`src/rtl/csr_ctr_pkg.sv`:
```
package csr_ctr_pkg;

  localparam int XLEN = 64;

  typedef enum logic [1:0] {
    PRIV_U    = 2'd0,
    PRIV_S    = 2'd1,
    PRIV_RSVD = 2'd2,
    PRIV_M    = 2'd3
  } priv_e;

  // plain register slots
  localparam int IDX_PRIV   = 0;
  localparam int IDX_ISA    = 1;
  localparam int IDX_VENDOR = 2;
  localparam int IDX_ARCH   = 3;
  localparam int IDX_IMPL   = 4;
  localparam int IDX_STATUS = 5;
  localparam int IDX_MCEN   = 6;
  localparam int IDX_SCEN   = 7;

  // counter slots, relative to the counter base
  localparam int CTR_CYCLE   = 0;
  localparam int CTR_TIME    = 1;
  localparam int CTR_INSTRET = 2;

  // field positions that give the reset words their shape
  localparam int MXL_LSB = XLEN - 2;
  localparam int UXL_LSB = 32;
  localparam int SXL_LSB = 34;
  localparam int FS_LSB  = 13;
  localparam logic [XLEN-1:0] ISA_EXT = 64'h14112D;

  typedef struct packed {
    logic rdPlain;
    logic wrPlain;
    logic rdCtr;
    logic ctrGate;
    logic badIdx;
  } csr_strobe_t;

  function automatic logic [XLEN-1:0] plainResetValue(input int slot);
    logic [XLEN-1:0] v;
    v = '0;
    case (slot)
      IDX_PRIV:   v = XLEN'(PRIV_M);
      IDX_ISA:    v = (XLEN'(2) << MXL_LSB) | ISA_EXT;
      IDX_STATUS: v = (XLEN'(2) << UXL_LSB) | (XLEN'(2) << SXL_LSB) | (XLEN'(1) << FS_LSB);
      IDX_MCEN:   v = XLEN'(7);
      IDX_SCEN:   v = XLEN'(7);
      default:    v = '0;
    endcase
    return v;
  endfunction

endpackage

```
`src/rtl/csr_ctr_ctrl.sv`:
```
module csr_ctr_ctrl
  import csr_ctr_pkg::*;
#(
  parameter int IDX_W     = 6,
  parameter int NUM_PLAIN = 8,
  parameter int CTR_BASE  = 32,
  parameter int NUM_CTR   = 32,
  localparam int PLAIN_W  = $clog2(NUM_PLAIN),
  localparam int CTR_W    = $clog2(NUM_CTR)
) (
  input  logic               clk,
  input  logic               rst,
  input  logic               rdEn,
  input  logic               wrEn,
  input  logic [IDX_W-1:0]   csrIdx,
  input  logic [1:0]         privBits,
  input  logic [NUM_CTR-1:0] mcen,
  input  logic [NUM_CTR-1:0] scen,
  output csr_strobe_t        strb,
  output logic [PLAIN_W-1:0] plainSel,
  output logic [CTR_W-1:0]   ctrSel
);

  localparam int XW = IDX_W + 1;
  localparam logic [XW-1:0] PLAIN_END = XW'(NUM_PLAIN);
  localparam logic [XW-1:0] CTR_LO    = XW'(CTR_BASE);
  localparam logic [XW-1:0] CTR_HI    = XW'(CTR_BASE + NUM_CTR);

  logic [XW-1:0] idxX;
  logic [XW-1:0] ctrOff;
  logic          isPlain;
  logic          isCtr;
  logic          gate;

  assign idxX    = {1'b0, csrIdx};
  assign isPlain = idxX < PLAIN_END;
  assign isCtr   = (idxX >= CTR_LO) && (idxX < CTR_HI);
  assign ctrOff  = idxX - CTR_LO;
  assign ctrSel  = ctrOff[CTR_W-1:0];
  assign plainSel = csrIdx[PLAIN_W-1:0];

  always_comb begin
    case (priv_e'(privBits))
      PRIV_M:  gate = 1'b1;
      PRIV_S:  gate = mcen[ctrSel];
      PRIV_U:  gate = scen[ctrSel];
      default: gate = 1'b0;
    endcase
  end

  always_comb begin
    strb.rdPlain = rdEn & isPlain;
    strb.wrPlain = wrEn & isPlain;
    strb.rdCtr   = rdEn & isCtr;
    strb.ctrGate = gate;
    strb.badIdx  = (rdEn | wrEn) & ~isPlain & ~isCtr;
  end

  // an access is either plain, counter or invalid, never two at once
  assert_strobe_exclusive_R13: assert property (@(posedge clk) disable iff (rst)
    $onehot0({strb.rdPlain | strb.wrPlain, strb.rdCtr, strb.badIdx}));

endmodule

```
`src/rtl/csr_ctr_dp.sv`:
```
module csr_ctr_dp
  import csr_ctr_pkg::*;
#(
  parameter int NUM_PLAIN = 8,
  parameter int NUM_CTR   = 32,
  localparam int PLAIN_W  = $clog2(NUM_PLAIN),
  localparam int CTR_W    = $clog2(NUM_CTR)
) (
  input  logic               clk,
  input  logic               rst,
  input  csr_strobe_t        strb,
  input  logic [PLAIN_W-1:0] plainSel,
  input  logic [CTR_W-1:0]   ctrSel,
  input  logic [XLEN-1:0]    wrData,
  input  logic [XLEN-1:0]    timeIn,
  input  logic               retire,
  output logic [XLEN-1:0]    rdData,
  output logic [1:0]         privBits,
  output logic [NUM_CTR-1:0] mcen,
  output logic [NUM_CTR-1:0] scen
);

  logic [NUM_PLAIN-1:0][XLEN-1:0] plainRegs;
  logic [XLEN-1:0] cycleCnt;
  logic [XLEN-1:0] instretCnt;
  logic [XLEN-1:0] ctrValue;

  always_ff @(posedge clk) begin
    for (int i = 0; i < NUM_PLAIN; i++) begin
      if (rst) begin
        plainRegs[i] <= plainResetValue(i);
      end else if (strb.wrPlain && (plainSel == PLAIN_W'(i))) begin
        plainRegs[i] <= wrData;
      end
    end
  end

  always_ff @(posedge clk) begin
    if (rst) begin
      cycleCnt   <= '0;
      instretCnt <= '0;
    end else begin
      cycleCnt <= cycleCnt + XLEN'(1);
      if (retire) instretCnt <= instretCnt + XLEN'(1);
    end
  end

  assign privBits = plainRegs[IDX_PRIV][1:0];
  assign mcen     = plainRegs[IDX_MCEN][NUM_CTR-1:0];
  assign scen     = plainRegs[IDX_SCEN][NUM_CTR-1:0];

  always_comb begin
    case (int'(ctrSel))
      CTR_TIME:    ctrValue = timeIn;
      CTR_INSTRET: ctrValue = instretCnt;
      default:     ctrValue = cycleCnt;
    endcase
  end

  always_comb begin
    if (strb.rdPlain)                    rdData = plainRegs[plainSel];
    else if (strb.rdCtr && strb.ctrGate) rdData = ctrValue;
    else                                 rdData = '0;
  end

  // cycle count advances by exactly one each clock out of reset
  assert_cycle_step_R9: assert property (@(posedge clk) disable iff (rst)
    !$past(rst) |-> cycleCnt == $past(cycleCnt) + XLEN'(1));

  // retired count follows the retire pulse
  assert_instret_step_R11: assert property (@(posedge clk) disable iff (rst)
    (!$past(rst) && $past(retire)) |-> instretCnt == $past(instretCnt) + XLEN'(1));

  assert_instret_hold_R11: assert property (@(posedge clk) disable iff (rst)
    (!$past(rst) && !$past(retire)) |-> $stable(instretCnt));

  // without a plain write strobe no plain register moves
  assert_plain_hold_R12: assert property (@(posedge clk) disable iff (rst)
    (!$past(rst) && !$past(strb.wrPlain)) |-> $stable(plainRegs));

endmodule

```
`src/rtl/csr_ctr_file.sv`:
```
module csr_ctr_file
  import csr_ctr_pkg::*;
#(
  parameter int IDX_W     = 6,
  parameter int NUM_PLAIN = 8,
  parameter int CTR_BASE  = 32,
  parameter int NUM_CTR   = 32,
  localparam int PLAIN_W  = $clog2(NUM_PLAIN),
  localparam int CTR_W    = $clog2(NUM_CTR)
) (
  input  logic             clk,
  input  logic             rst,
  input  logic             rdEn,
  input  logic             wrEn,
  input  logic [IDX_W-1:0] csrIdx,
  input  logic [63:0]      wrData,
  input  logic [63:0]      timeIn,
  input  logic             retire,
  output logic [63:0]      rdData,
  output logic             illegal
);

  csr_strobe_t        strb;
  logic [PLAIN_W-1:0] plainSel;
  logic [CTR_W-1:0]   ctrSel;
  logic [1:0]         privBits;
  logic [NUM_CTR-1:0] mcen;
  logic [NUM_CTR-1:0] scen;

  csr_ctr_ctrl #(
    .IDX_W(IDX_W), .NUM_PLAIN(NUM_PLAIN), .CTR_BASE(CTR_BASE), .NUM_CTR(NUM_CTR)
  ) ctrl_i (
    .clk(clk), .rst(rst), .rdEn(rdEn), .wrEn(wrEn), .csrIdx(csrIdx),
    .privBits(privBits), .mcen(mcen), .scen(scen),
    .strb(strb), .plainSel(plainSel), .ctrSel(ctrSel)
  );

  csr_ctr_dp #(
    .NUM_PLAIN(NUM_PLAIN), .NUM_CTR(NUM_CTR)
  ) dp_i (
    .clk(clk), .rst(rst), .strb(strb), .plainSel(plainSel), .ctrSel(ctrSel),
    .wrData(wrData), .timeIn(timeIn), .retire(retire),
    .rdData(rdData), .privBits(privBits), .mcen(mcen), .scen(scen)
  );

  assign illegal = strb.badIdx;

  // invalid accesses and idle cycles put zero on the read bus
  assert_bad_reads_zero_R13: assert property (@(posedge clk) disable iff (rst)
    illegal |-> rdData == '0);

  assert_idle_zero_R13: assert property (@(posedge clk) disable iff (rst)
    !rdEn |-> rdData == '0);

endmodule

```
`config.mk`:
```
export PLATFORM = sky130hd
export DESIGN_NAME = csr_ctr_file
export DESIGN_NICKNAME = d
export VERILOG_FILES = /design/src/rtl/csr_ctr_pkg.sv /design/src/rtl/csr_ctr_ctrl.sv /design/src/rtl/csr_ctr_dp.sv /design/src/rtl/csr_ctr_file.sv
export SDC_FILE = /design/constraint.sdc
export NUM_CORES = 2
export LEC_CHECK = 0
export BUFFER_PORTS_ARGS = -buffer_cell sky130_fd_sc_hd__buf_2
export CAP_MARGIN = 5
export CORE_ASPECT_RATIO = 0.6
export CORE_MARGIN = 1.5
export CORE_UTILIZATION = 40
export DETAILED_ROUTE_END_ITERATION = 8
export PLACE_DENSITY = 0.58
export SLEW_MARGIN = 20
export SYNTH_ARGS = -nofsm -noshare
export SYNTH_HDL_FRONTEND = slang
export SYNTH_SLANG_ARGS = --single-unit
```
`constraint.sdc`:
```
create_clock -name clk -period 3.8 [get_ports clk]
set_clock_uncertainty 0.1 [all_clocks]
set_input_delay 0.95 -clock clk [delete_from_list [all_inputs] [get_ports clk]]
set_output_delay 0.95 -clock clk [all_outputs]
set_load 0.02 [all_outputs]
```
==> impl_results.md <==
* Outcome: finished, violations left
* Failing checks: setup timing
* CP Class: in2out
* Chip height at between 200 and 250 um
* PwrDens at 373 nW/um^2
* First-pass GRT wire length at around 160 mm
* CTS H-tree depth at 2
* Hold Path Class: reg2reg
* Max Freq at 247 MHz
* Avg Inst Size Synth at 8.32 sq um
* Routing usage on met2 at 38.8%
* Max-cap violation count at 0
* Routed Antenna Nets at 0
* CTS Buf Count at 61
* Area grow syn2layout at 23.2%
* Final net count at 3916
* CP Capture Type: output port
* Vias per inst at 5.68
* Initial antenna violation count at 14
* Clock group share of total power at 44.7%
* Unrepaired setup endpoints after global routing: true
* Die width at 359 um
* Max-slew violation count at 0
* Combinational family with the most area after synthesis: simple AND/OR/NAND/NOR gates
* Hold_ws at 0.351 ns
* Synth top area cells: dfxtp_1 (42%), nand2_1 (14%), a21oi_1 (10%)
* Peak VDD IR at roughly 0.00036 V
* Most used routing layer: met1
* Synth Area in Compound Gates at 16.0%
* Clk Latency, worst-skew pair at 0.65 ns
* Final worst slack at -0.245 ns
* CTS root buffer: clkbuf_16
* Switching share of power at about a quarter
* Total GRT Usage at 27.3%
* Adder-Cell Fraction of Synth Area at 0.0824%
* Startpoint types: input pin
* Final WL at 108 mm
* GP Congestion at 0.876
* Main synth FF type: dfxtp_1
* Xor/xnor share of the synthesized area at 1.56%
* Drt initial violations at 3062
* Area share of the largest cell type after synthesis at a little over two fifths
* Commonest cells in the netlist: nand2_1 (1138), dfxtp_1 (640), a21oi_1 (627), clkbuf_1 (231), mux4_2 (133)
* Fin. Hold Viols at 0
* Slew margin rel. at 42.9%
* Pint at 10500 uW
* Largest net degree at the start of global routing at 88
* Yosys warns at 0
* Final Util at 49.6%
* Core ar. at 75300 sq um
* Top-count cell post-synth: nand2_1
* Synth Area in Simple Gates at 21.4%
* Leading area contributor after synthesis: dfxtp_1
* Async set-or-reset flop fraction in the synthesized netlist at 0%
* Setup TNS Final at -12.31 ns
* Std cell rows at 78
* Die area at 77600 sq um
* Share of layout cells above drive strength 1 at 22.9%
* Data arrival, critical path at 2.99 ns
* Req. time, crit path at 2.75 ns
* Cells after Synth at 3650
* Residual DRC count at 0
* Unique masters post-synth at 59
* Reg clk slew, reported paths at 0.06 ns
* Avg WL per Cell at ~22 um
* Met1 usage in global routing at 41.2%
* Post-synth EDFFs at 0
* Fin crit share at 106%
* Dpl cells at 4683
* DR vias at 27400
* Post-synthesis register bit count at 640
* Combinational power share at 6.8%
* CTS hold repair buffers at 0
* Initial core utilization at 40.3%
* Cell Area, Synth at 30400 sq um
* Final Non-Filler Cells at 4825
* Clock sinks at 640
* Met3 GRT Util at 7.58%
* Tmin final at 4.04 ns
* Clock Path Buffers at 3
* Vias in the first global route at between 20000 and 30000
* TritonCTS clock tree: done
* # setup viols final at 64
* GRT overflow at 0
* Net Sw Power at 3400 uW
* IO buf count at 203
* Ports at 204
* DR pass1 iterations at 5
* Sequential share of power at 48.5%
* Slew @ Worst Pin at roughly 0.86 ns
* Mux contribution to synthesized area at 13.1%
* Worst Path Max Fanout at 11
* Post-DP HPWL at between 70 and 80 mm
* Leak at 0.0126 uW
* Post-synth net total at 3791
* Register area share after synthesis at 42.2%
[kinds of logic after synthesis]
logic type	after synthesis
xor+xnor	54
compound gates	842
mux	223
fa+ha+maj	2
simple gates	1512
flops	640
buf+inv	377
[layer usage]
layer  part of all wire (%)  up-vias
li1                       -    13000
met1                     47    13200
met2                     42     1016
met3                    9.9      124
met4                    1.5       22
met5                   0.13        -
[area by class of cell]
class	count	area [sq um]
Tap cell	1000	1250
Multi-Input combinational cell	2633	17400
Clock inverter	25	238
Timing Repair Buffer	415	3850
Inverter	24	90.1
Fill cell	7107	38000
Sequential cell	640	12800
Clock buffer	87	1760
Antenna cell	1	2.50
[cell usage in the layout (no fill, tap or decap), drive strengths merged, types with 31 or more instances in the layout]
cell type  instances
nand2           1138
mux2              70
xnor2             42
mux4             133
dfxtp            640
a22o              64
clkbuf            92
or4               31
a21oi            627
o41ai             67
nand3             50
nor2              79
buf              410
o21ai             35
nand4             42
[state kept, by name, summed over array words and instances, names as in the netlist]
register         cells
dp_i.privBits        2
dp_i.mcen           32
dp_i.cycleCnt       64
dp_i.instretCnt     64
dp_i.plainRegs     446
dp_i.scen           32
[repair_timing]
action	4_1_cts	5_1_grt
pin swaps	15	10
gates cloned	6	3
buffers inserted	19	5
setup endpoints to repair	64	64
gates resized for setup	114	49
endpoints found under the hold margin	0	0
[power by group through the flow]
| stage | registers, uW | logic, uW | clock network [uW] |
|---|---|---|---|
| detailed placement | 6900 | 878 | 0 |
| global route | 6750 | 999 | 6590 |
| CTS | 6750 | 925 | 6330 |
| finish | 6750 | 947 | 6230 |
| global placement | 6900 | 878 | 0 |
| floorplan | 6900 | 545 | 0 |
[through the flow]
step                      power [uW]  cell area [sq um]  worst slack [ns]
after floorplan                 7440              31700           -0.0254
after global placement          7780              34400            -0.352
after detailed placement        7780              34400            -0.360
after CTS                      14000              37200            -0.243
after global routing           14300              37400            -0.276
final                          13900              37400            -0.245
[path summary, 6_finish.rpt]
check	startpoint	endpoint	slack [ns]	depth (start not counted)
worst max-delay path	csrIdx[1]	rdData[35]	-0.24	10
worst min-delay path	dp_i.plainRegs[194]$_SDFFE_PP0P_	dp_i.plainRegs[194]$_SDFFE_PP0P_	0.35	2
worst max register to register	dp_i.instretCnt[23]$_SDFFE_PP0P_	dp_i.instretCnt[62]$_SDFFE_PP0P_	0.93	5
worst min register to register	dp_i.plainRegs[194]$_SDFFE_PP0P_	dp_i.plainRegs[194]$_SDFFE_PP0P_	0.35	2
[worst max-delay path: stages]
cell and delay [ns]:
clkbuf_16 0.15, buf_4 0.16, mux4_2 0.22, mux2i_1 0.08
nor3b_2 0.29, a311oi_4 0.09, buf_12 0.19, buf_6 0.15
o41ai_4 0.44, buf_4 0.22
No activity file was read; power rests on OpenSTA's default activity.
